<file path="config.mk">
export PLATFORM = sky130hd
export DESIGN_NAME = gpio_irq_front
export DESIGN_NICKNAME = d
export VERILOG_FILES = /design/src/rtl/gpio_irq_pkg.sv /design/src/rtl/gpio_irq_regs.sv /design/src/rtl/gpio_irq_lane.sv /design/src/rtl/gpio_irq_front.sv
export SDC_FILE = /design/constraint.sdc
export NUM_CORES = 1
export LEC_CHECK = 0
export BUFFER_PORTS_ARGS = -buffer_cell sky130_fd_sc_hd__buf_2
export CELL_PAD_IN_SITES_DETAIL_PLACEMENT = 1
export CELL_PAD_IN_SITES_GLOBAL_PLACEMENT = 2
export CORE_UTILIZATION = 35
export DETAILED_ROUTE_END_ITERATION = 8
export PLACE_DENSITY = 0.79
export SLEW_MARGIN = 5
export SYNTH_ARGS = -nofsm -noshare
export SYNTH_HDL_FRONTEND = slang
export SYNTH_HIERARCHICAL = 1
export SYNTH_SLANG_ARGS = --single-unit
</file>
<file path="constraint.sdc">
create_clock -name clk -period 2.4 [get_ports clk]
set_clock_uncertainty 0.1 [all_clocks]
set_input_delay 0.36 -clock clk [delete_from_list [all_inputs] [get_ports clk]]
set_output_delay 0.36 -clock clk [all_outputs]
set_load 0.01 [all_outputs]
</file>
<file path="src/rtl/gpio_irq_pkg.sv">
package gpio_irq_pkg;
    localparam logic [7:0] OFS_ENABLE = 8'h90;
    localparam logic [7:0] OFS_MODE   = 8'h94;
    localparam logic [7:0] OFS_FILTER = 8'h98;
    localparam logic [7:0] OFS_PERIOD = 8'h9C;
    localparam int         MAX_LINES  = 32;
    localparam int         DATA_W     = 32;
endpackage

</file>
<file path="src/rtl/gpio_irq_regs.sv">
module gpio_irq_regs
    import gpio_irq_pkg::*;
#(
    parameter int NUM_LINES    = 8,
    parameter int PERIOD_W     = 8,
    parameter int PERIOD_RESET = 255
) (
    input  logic                clk,
    input  logic                rst_n,
    input  logic                wr_en,
    input  logic [7:0]          addr,
    input  logic [DATA_W-1:0]   wdata,
    output logic [DATA_W-1:0]   rdata,
    output logic [NUM_LINES-1:0] en_o,
    output logic [NUM_LINES-1:0] mode_o,
    output logic [NUM_LINES-1:0] flt_o,
    output logic [PERIOD_W-1:0] period_o
);
    typedef struct packed {
        logic [NUM_LINES-1:0] en;
        logic [NUM_LINES-1:0] mode;
        logic [NUM_LINES-1:0] flt;
        logic [PERIOD_W-1:0]  period;
    } cfg_t;

    cfg_t cfg_d, cfg_q;

    always_comb begin
        cfg_d = cfg_q;
        if (wr_en) begin
            case (addr)
                OFS_ENABLE: cfg_d.en     = wdata[NUM_LINES-1:0];
                OFS_MODE:   cfg_d.mode   = wdata[NUM_LINES-1:0];
                OFS_FILTER: cfg_d.flt    = wdata[NUM_LINES-1:0];
                OFS_PERIOD: cfg_d.period = wdata[PERIOD_W-1:0];
                default: ;
            endcase
        end
    end

    always_ff @(posedge clk or negedge rst_n) begin
        if (!rst_n) begin
            cfg_q.en     <= '0;
            cfg_q.mode   <= '0;
            cfg_q.flt    <= '0;
            cfg_q.period <= PERIOD_W'(PERIOD_RESET);
        end else begin
            cfg_q <= cfg_d;
        end
    end

    always_comb begin
        rdata = '0;
        case (addr)
            OFS_ENABLE: rdata[NUM_LINES-1:0] = cfg_q.en;
            OFS_MODE:   rdata[NUM_LINES-1:0] = cfg_q.mode;
            OFS_FILTER: rdata[NUM_LINES-1:0] = cfg_q.flt;
            OFS_PERIOD: rdata[PERIOD_W-1:0]  = cfg_q.period;
            default:    rdata = '0;
        endcase
    end

    assign en_o     = cfg_q.en;
    assign mode_o   = cfg_q.mode;
    assign flt_o    = cfg_q.flt;
    assign period_o = cfg_q.period;

    // a write to the enable offset lands in the register on the next edge
    p_enable_write_r2: assert property (@(posedge clk) disable iff (!rst_n)
        $past(wr_en && addr == OFS_ENABLE) |-> en_o == $past(wdata[NUM_LINES-1:0]));

    // a write to an unmapped offset leaves the enable bits alone
    p_unmapped_write_r2: assert property (@(posedge clk) disable iff (!rst_n)
        $past(wr_en && addr != OFS_ENABLE) |-> $stable(en_o));
endmodule

</file>
<file path="src/rtl/gpio_irq_lane.sv">
module gpio_irq_lane #(
    parameter int PERIOD_W     = 8,
    parameter int PULSE_CYCLES = 2
) (
    input  logic                clk,
    input  logic                rst_n,
    input  logic                raw_i,
    input  logic [PERIOD_W-1:0] period_i,
    input  logic                en_i,
    input  logic                mode_i,
    input  logic                flt_i,
    output logic                out_o
);
    localparam int CW = $clog2(PULSE_CYCLES + 1);

    typedef struct packed {
        logic                sync;
        logic                level;
        logic [PERIOD_W-1:0] cnt;
        logic [CW-1:0]       pulse;
    } lane_t;

    lane_t st_d, st_q;
    logic [PERIOD_W:0] cnt_next;
    logic              level_moved;

    always_comb begin
        st_d        = st_q;
        st_d.sync   = raw_i;
        cnt_next    = {1'b0, st_q.cnt} + (PERIOD_W + 1)'(1);
        if (!flt_i) begin
            st_d.level = st_q.sync;
            st_d.cnt   = '0;
        end else if (st_q.sync != st_q.level) begin
            if (cnt_next >= {1'b0, period_i}) begin
                st_d.level = st_q.sync;
                st_d.cnt   = '0;
            end else begin
                st_d.cnt   = cnt_next[PERIOD_W-1:0];
            end
        end else begin
            st_d.cnt = '0;
        end

        level_moved = (st_d.level != st_q.level);
        if (level_moved && mode_i && flt_i) begin
            st_d.pulse = CW'(PULSE_CYCLES);
        end else if (st_q.pulse != '0) begin
            st_d.pulse = st_q.pulse - CW'(1);
        end
    end

    always_ff @(posedge clk or negedge rst_n) begin
        if (!rst_n) begin
            st_q <= '0;
        end else begin
            st_q <= st_d;
        end
    end

    always_comb begin
        if (!en_i)       out_o = mode_i;
        else if (mode_i) out_o = (st_q.pulse == '0);
        else             out_o = st_q.level;
    end

    // the filtered level only ever takes the value the input held
    p_accept_from_input_r5: assert property (@(posedge clk) disable iff (!rst_n)
        (st_q.level != $past(st_q.level)) |-> (st_q.level == $past(st_q.sync)));

    // a filtered change in both-edge mode starts a full-width pulse
    p_pulse_start_r6: assert property (@(posedge clk) disable iff (!rst_n)
        ($past(mode_i && flt_i) && st_q.level != $past(st_q.level))
            |-> (st_q.pulse == CW'(PULSE_CYCLES)));

    // the pulse counter never exceeds its width
    p_pulse_bounded_r6: assert property (@(posedge clk) disable iff (!rst_n)
        st_q.pulse <= CW'(PULSE_CYCLES));

    // with the filter off no pulse can be started
    p_no_pulse_unfiltered_r7: assert property (@(posedge clk) disable iff (!rst_n)
        ($past(!flt_i) && $past(st_q.pulse == '0)) |-> (st_q.pulse == '0));
endmodule

</file>
<file path="src/rtl/gpio_irq_front.sv">
module gpio_irq_front
    import gpio_irq_pkg::*;
#(
    parameter int NUM_LINES    = 8,
    parameter int PERIOD_W     = 8,
    parameter int PERIOD_RESET = 255,
    parameter int PULSE_CYCLES = 2
) (
    input  logic                 clk,
    input  logic                 rst_n,
    input  logic                 reg_wr_en,
    input  logic [7:0]           reg_addr,
    input  logic [31:0]          reg_wdata,
    output logic [31:0]          reg_rdata,
    input  logic [NUM_LINES-1:0] irq_in,
    output logic [NUM_LINES-1:0] irq_out
);
    logic [NUM_LINES-1:0] en_w, mode_w, flt_w;
    logic [PERIOD_W-1:0]  period_w;

    gpio_irq_regs #(
        .NUM_LINES   (NUM_LINES),
        .PERIOD_W    (PERIOD_W),
        .PERIOD_RESET(PERIOD_RESET)
    ) u_regs (
        .clk     (clk),
        .rst_n   (rst_n),
        .wr_en   (reg_wr_en),
        .addr    (reg_addr),
        .wdata   (reg_wdata),
        .rdata   (reg_rdata),
        .en_o    (en_w),
        .mode_o  (mode_w),
        .flt_o   (flt_w),
        .period_o(period_w)
    );

    for (genvar i = 0; i < NUM_LINES; i++) begin : g_lane
        gpio_irq_lane #(
            .PERIOD_W    (PERIOD_W),
            .PULSE_CYCLES(PULSE_CYCLES)
        ) u_lane (
            .clk     (clk),
            .rst_n   (rst_n),
            .raw_i   (irq_in[i]),
            .period_i(period_w),
            .en_i    (en_w[i]),
            .mode_i  (mode_w[i]),
            .flt_i   (flt_w[i]),
            .out_o   (irq_out[i])
        );
    end

    // unused upper bits of the line registers always read zero
    if (NUM_LINES < MAX_LINES) begin : g_hi_check
        p_high_bits_zero_r2: assert property (@(posedge clk) disable iff (!rst_n)
            (reg_addr == OFS_ENABLE || reg_addr == OFS_MODE || reg_addr == OFS_FILTER)
                |-> (reg_rdata[31:NUM_LINES] == '0));
    end
endmodule

</file>
After elaboration in Yosys (flattened, before gate mapping)

Index checks and enable logic that the tools add are counted.

Flip-flop bits (word level): 128
Input port bits: 51
Output and inout bits: 40
Word-level logic and storage cells: 197

Add/sub/neg operators: 16
Magnitude comparators: 8
Equality and inequality tests: 20
Mux-type cells: 73
Reductions and logical operators: 44

Operators by type and width:

| kind                                             | number |
|---|---|
| 2-to-1 mux 8 bit                                 | 16 |
| adder 8 x 1 -> 9 bit, second input constant      | 8 |
| >= comparator 9 x 8 -> 1 bit                     | 8 |
| 2-to-1 mux 9 bit                                 | 8 |
| == test 8 bit, second input constant             | 4 |
| 2-to-1 mux 1 bit                                 | 32 |
| 2-to-1 mux 2 bit                                 | 16 |
| one-hot mux 8 bit (4 select lines)               | 1 |
| nonzero test 2 bit                               | 16 |
| logical AND 1 bit                                | 16 |
| logical NOT 2 bit                                | 8 |
| != test 1 bit                                    | 16 |
| subtractor 2 x 1 -> 2 bit, second input constant | 8 |
| AND reduction 2 bit                              | 4 |

Logic depth before layout (Yosys ltp)

Depth after elaboration: 9
Gate-level depth with buffers: 10
Depth with buffers taken out: 9

Modules after synthesis

Netlist, hierarchy kept.

Modules (own cells, without submodules):

| module        | instances | cells each | area an instance (sq um) | sequential area each (sq um) |
|---|---|---|---|---|
| gpio_irq_lane | 8         | 81         | 773.2                    | 300.3 |
| gpio_irq_regs | 1         | 118        | 1741.7                   | 810.8 |

Worst setup path after synthesis

No wires, ideal clock.

Path type: register to register
Start: reg g_lane[0].u_lane/st_q[2] (netlist name)
End: reg g_lane[0].u_lane/st_q[1] (netlist name)
Setup time: 0.126 ns
Data arrival time: 2.167 ns
Required time: 2.174 ns
Setup slack: 0.007 ns
Cell stages (with the launch flop): 11
Path buffers: 1
Clock period less this slack: 2.393 ns
Cells stage by stage: dfrtp_1 ha_1 nand3_2 nor2_1 xor2_1 ha_1 a21oi_1 o21ai_1 a221o_1 buf_6 a221o_1

Word-level cells in the longest chain between the ends: 9
Elaborated cells between the ends (all ways): 10
Classes of those cells: add/sub: 1; order compare: 1; eq/ne: 1; mux: 4; reduce/logical: 3

RTL lines:

| element                                                | RTL line            | text |
|---|---|---|
| start: declaration                                     | gpio_irq_lane.sv:23 | `lane_t st_d, st_q;` |
| start signal: assignment                               | gpio_irq_lane.sv:57 | `st_q <= st_d;` |
| adder 8 x 1 -> 9 bit *                                 | gpio_irq_lane.sv:30 | `cnt_next = {1'b0, st_q.cnt} + (PERIOD_W + 1)'(1);` |
| >= comparator 9 x 8 -> 1 bit *                         | gpio_irq_lane.sv:35 | `if (cnt_next >= {1'b0, period_i}) begin` |
| 2-to-1 mux 1 bit *                                     | gpio_irq_lane.sv:35 |  |
| 2-to-1 mux 1 bit *                                     | gpio_irq_lane.sv:34 | `end else if (st_q.sync != st_q.level) begin` |
| 2-to-1 mux 9 bit *                                     | gpio_irq_lane.sv:31 | `if (!flt_i) begin` |
| != test 1 bit *                                        | gpio_irq_lane.sv:45 | `level_moved = (st_d.level != st_q.level);` |
| logical AND 1 bit * (2 in series)                      | gpio_irq_lane.sv:46 | `if (level_moved && mode_i && flt_i) begin` |
| 2-to-1 mux 2 bit or nonzero test 2 bit (tied branches) | -                   |  |

Every way passes the cells marked *; elsewhere a longest branch is shown, timed or not.
A chain may end at the register's enable or synchronous reset.

Worst setup path after layout

Start: reg g_lane[0].u_lane/st_q[3] (netlist name)
End: reg g_lane[0].u_lane/st_q[1] (netlist name)

Same word-level chain as after synthesis.

==> impl_metrics.csv <==
group,metric,value,unit
run_status,status,"complete, but fails checks",
run_status,violations,"setup timing",
power_and_ir_drop,max-vdd-ir-drop,0.466,mV
sta,period_needed,2.58,ns
sta,slew_violations,0,
sta,rsz0062_at_grt,"yes",
routing,drtIter0Drc,188,
die,die_area,0.0233,mm^2
global_routing,antenna_found_initial,0,
setup_path,r2r-start,"g_lane[0].u_lane/st_q[3]",
setup_path,r2r_slack,-0.18,ns
setup_path,cp_cell_sequence,"ha_4 > nand3_4 > nor2_4 > xor2_2 > ha_4 > a21oi_2 > o21ai_1 > a221o_2 > a221o_1",
layout,seq_area,0.00322,mm^2
setup_path,startpoint,"g_lane[0].u_lane/st_q[3]",
placement,place_hpwl,14500,um
job,max-cap-violations,0,
sta,worstMarginPinSlew,0.574,ns
global_routing,grt_remaining_overflow,0,
clock_network,cts.reportedPaths.clkPinSlew,0.05,ns
global_routing,grt_pass1_vias,6598,
die,fp.dieH,153,um
synth,syn_area_per_cell,10.3,um^2
synth,synth_largest_area_cell,"dfrtp_1",
synth,synthArstFlopShare,1.00,
clock_network,cts_tree,"done",
global_routing,grt_max_degree,55,
die,die_width,153,um
routing,firstDrtPassIters,6,
synth,synth_cell_type_count,36,
clock_network,clk_latency,0.43,ns
die,initial_utilization,0.360,
synth,synth_commonest_cells,"120 x dfrtp_1, 97 x inv_1, 80 x ha_1",
setup_path,slowest_delay,0.44,ns
sta,period_share,1.08,
placement,place.gp.congestion,0.785,
synth,yosysWarnings,6,
synth,seq_area_frac_synth,0.405,
setup_path,worstPathArrival,2.79,ns
global_routing,grt_usage,0.198,
global_routing,grt_pass1_wl,35600,um
synth,synthFlopType,"dfrtp_1",
synth,ys_ff_latch,128,
layout,nets,1075,
die,io_pins,91,
sta,worst_slack,-0.185,ns
routing,via_count,6203,
layout,fin_area,0.0109,mm^2
setup_path,critPathSlowestCell,"dfrtp_1",
setup_path,critPathMaxFanout,5,
setup_path,rr_worst_depth,9,
placement,place_area,0.00889,mm^2
placement,port_buffers,42,
clock_network,root_buffer,"clkbuf_16",
synth,synth_enable_flop_cells,0,
synth,synthCells,766,
routing,wl_per_cell,18.2,um
routing,remaining_drc_errors,0,
sta,fmax,387,MHz
setup_path,endpoint_kind,"register",
setup_path,timing.rr.end,"g_lane[0].u_lane/st_q[1]",
layout,nFillCells,2377,
synth,synth.most_common_cell,"dfrtp_1",
synth,yosysTopAreaCellShare,0.379,
layout,diodes,0,
power_and_ir_drop,p_per_area,586,mW/mm^2
sta,setup_viol,68,
clock_network,cts.sinks,128,
setup_path,crit_required,2.61,ns
layout,syn_to_final_growth,37.3,%
layout,drive_above_1_share,0.406,
layout,stdcell_count,1237,
setup_path,startpoint_type,"register",
routing,wl,22600,um
die,core_area,0.0220,mm^2
sta,hold_viol,0,
setup_path,crit_path_frequent_cell,"ha_4",
sta,slew_headroom,0.617,
synth,synth.area.top_cells,"dfrtp_1 38%, ha_1 13%, nor3b_1 5.3%",
die,rows,54,
setup_path,crit_end,"g_lane[0].u_lane/st_q[1]",
clock_network,cts.path.max_buffers,2,
clock_network,numCtsBuffers,17,
layout,multi_input_area,0.00496,mm^2
clock_network,htreeDepth,4,
power_and_ir_drop,power.leakage,4.94,nW
hold_path,hp-class,"input port to register",
placement,dp.cells,1153,
routing,viasPerCell,5.01,
synth,synth_area,0.00793,mm^2
routing,ant_nets,0,
setup_path,path_class,"register to register",
-- layout by cell type (no fill, tap or decap), types with 17 or more instances in the layout --
master	count
clkbuf_16	17
xnor2_1	25
nand3_1	24
nand2_1	41
a21oi_1	33
xor2_1	22
nor2_1	33
mux2_2	24
inv_1	97
dfrtp_1	117
buf_6	32
buf_2	41
nor3b_2	54
buf_4	87
ha_1	65
conb_1	24
-- worst min path at each step --
stage                 start                   endpoint  cells after the start
4_1_cts        reg_wdata[2]             u_regs/en_o[2]                      2
3_5_place_dp          rst_n  g_lane[5].u_lane/st_q[10]                      1
3_3_place_gp          rst_n  g_lane[5].u_lane/st_q[10]                      1
2_1_floorplan         rst_n   g_lane[0].u_lane/st_q[0]                      0
6_report       reg_wdata[4]             u_regs/en_o[4]                      2
5_1_grt        reg_wdata[2]             u_regs/en_o[2]                      2
-- layout make-up --
cell class	instances	share of cell area
inverter	105	0.0362
clock inverter	10	0.0125
clock buffer	22	0.0427
sequential	128	0.296
multi-input combinational	520	0.456
tap	280	0.0322
timing repair buffer	172	0.125
-- per-stage QoR --
stage	power [mW]	TNS, ns	utilization	setup slack [ns]	hold slack (ns)
2_1_floorplan	3.34	0	-	0.00719	-0.0356
3_3_place_gp	3.61	-4.84	0.404	-0.105	0.263
3_5_place_dp	3.66	-9.65	0.404	-0.213	0.273
4_1_cts	6.43	-3.07	0.477	-0.109	0.0956
5_1_grt	6.74	-13.12	0.494	-0.250	0.105
6_report	6.38	-4.73	0.494	-0.185	0.111
-- power by group --
group / leakage, nW / internal (mW) / switching (mW)
Sequential: 1.68 / 2.36 / 0.149
Combinational: 2.98 / 0.552 / 0.646
Clock: 0.286 / 1.68 / 0.990
-- worst max-delay path: cells and delay by family, from the launching register on --
kind	cells	cell delay, ns
flops	1	0.44
fa+ha+maj	2	0.45
xor+xnor	1	0.24
compound gates	4	1.03
simple gates	2	0.21
-- state kept, by name, summed over array words and instances (netlist names) --
name                cells
u_regs/mode_o           8
u_regs/en_o             8
u_regs/period_o         8
u_regs/flt_o            8
g_lane.u_lane/st_q     96
-- metal layers --
| metal | up-vias | wire [um] | GRT usage |
|---|---|---|---|
| met1 | 3142 | 9320 | 0.233 |
| met2 | 82 | 12000 | 0.361 |
| met4 | 0 | 699 | 0.0750 |
| li1 | 2935 | - | - |
| met3 | 44 | 527 | 0.0313 |
| met5 | - | 0 | 0 |
-- what timing repair did --
| action | CTS | global route |
|---|---|---|
| resized for setup | 146 | 48 |
| hold buffers | 9 | 0 |
| pin swaps | 114 | 52 |
| endpoints found under the hold margin | 54 | 0 |
| endpoints found under the setup margin | 80 | 94 |
| buffers inserted | 30 | 15 |
-- logic make-up (layout without fill, tap and decap cells) --
group / Yosys count / count (layout) / share of synthesized area
flops: 128 / 128 / 0.405
fa+ha+maj: 80 / 80 / 0.126
buf+inv: 141 / 309 / 0.0871
compound gates: 88 / 88 / 0.0707
xor+xnor: 64 / 64 / 0.0707
simple gates: 216 / 216 / 0.156
other cells: 1 / 24 / 0.000473
mux: 48 / 48 / 0.0833
(Power assumes the default switching activity.)
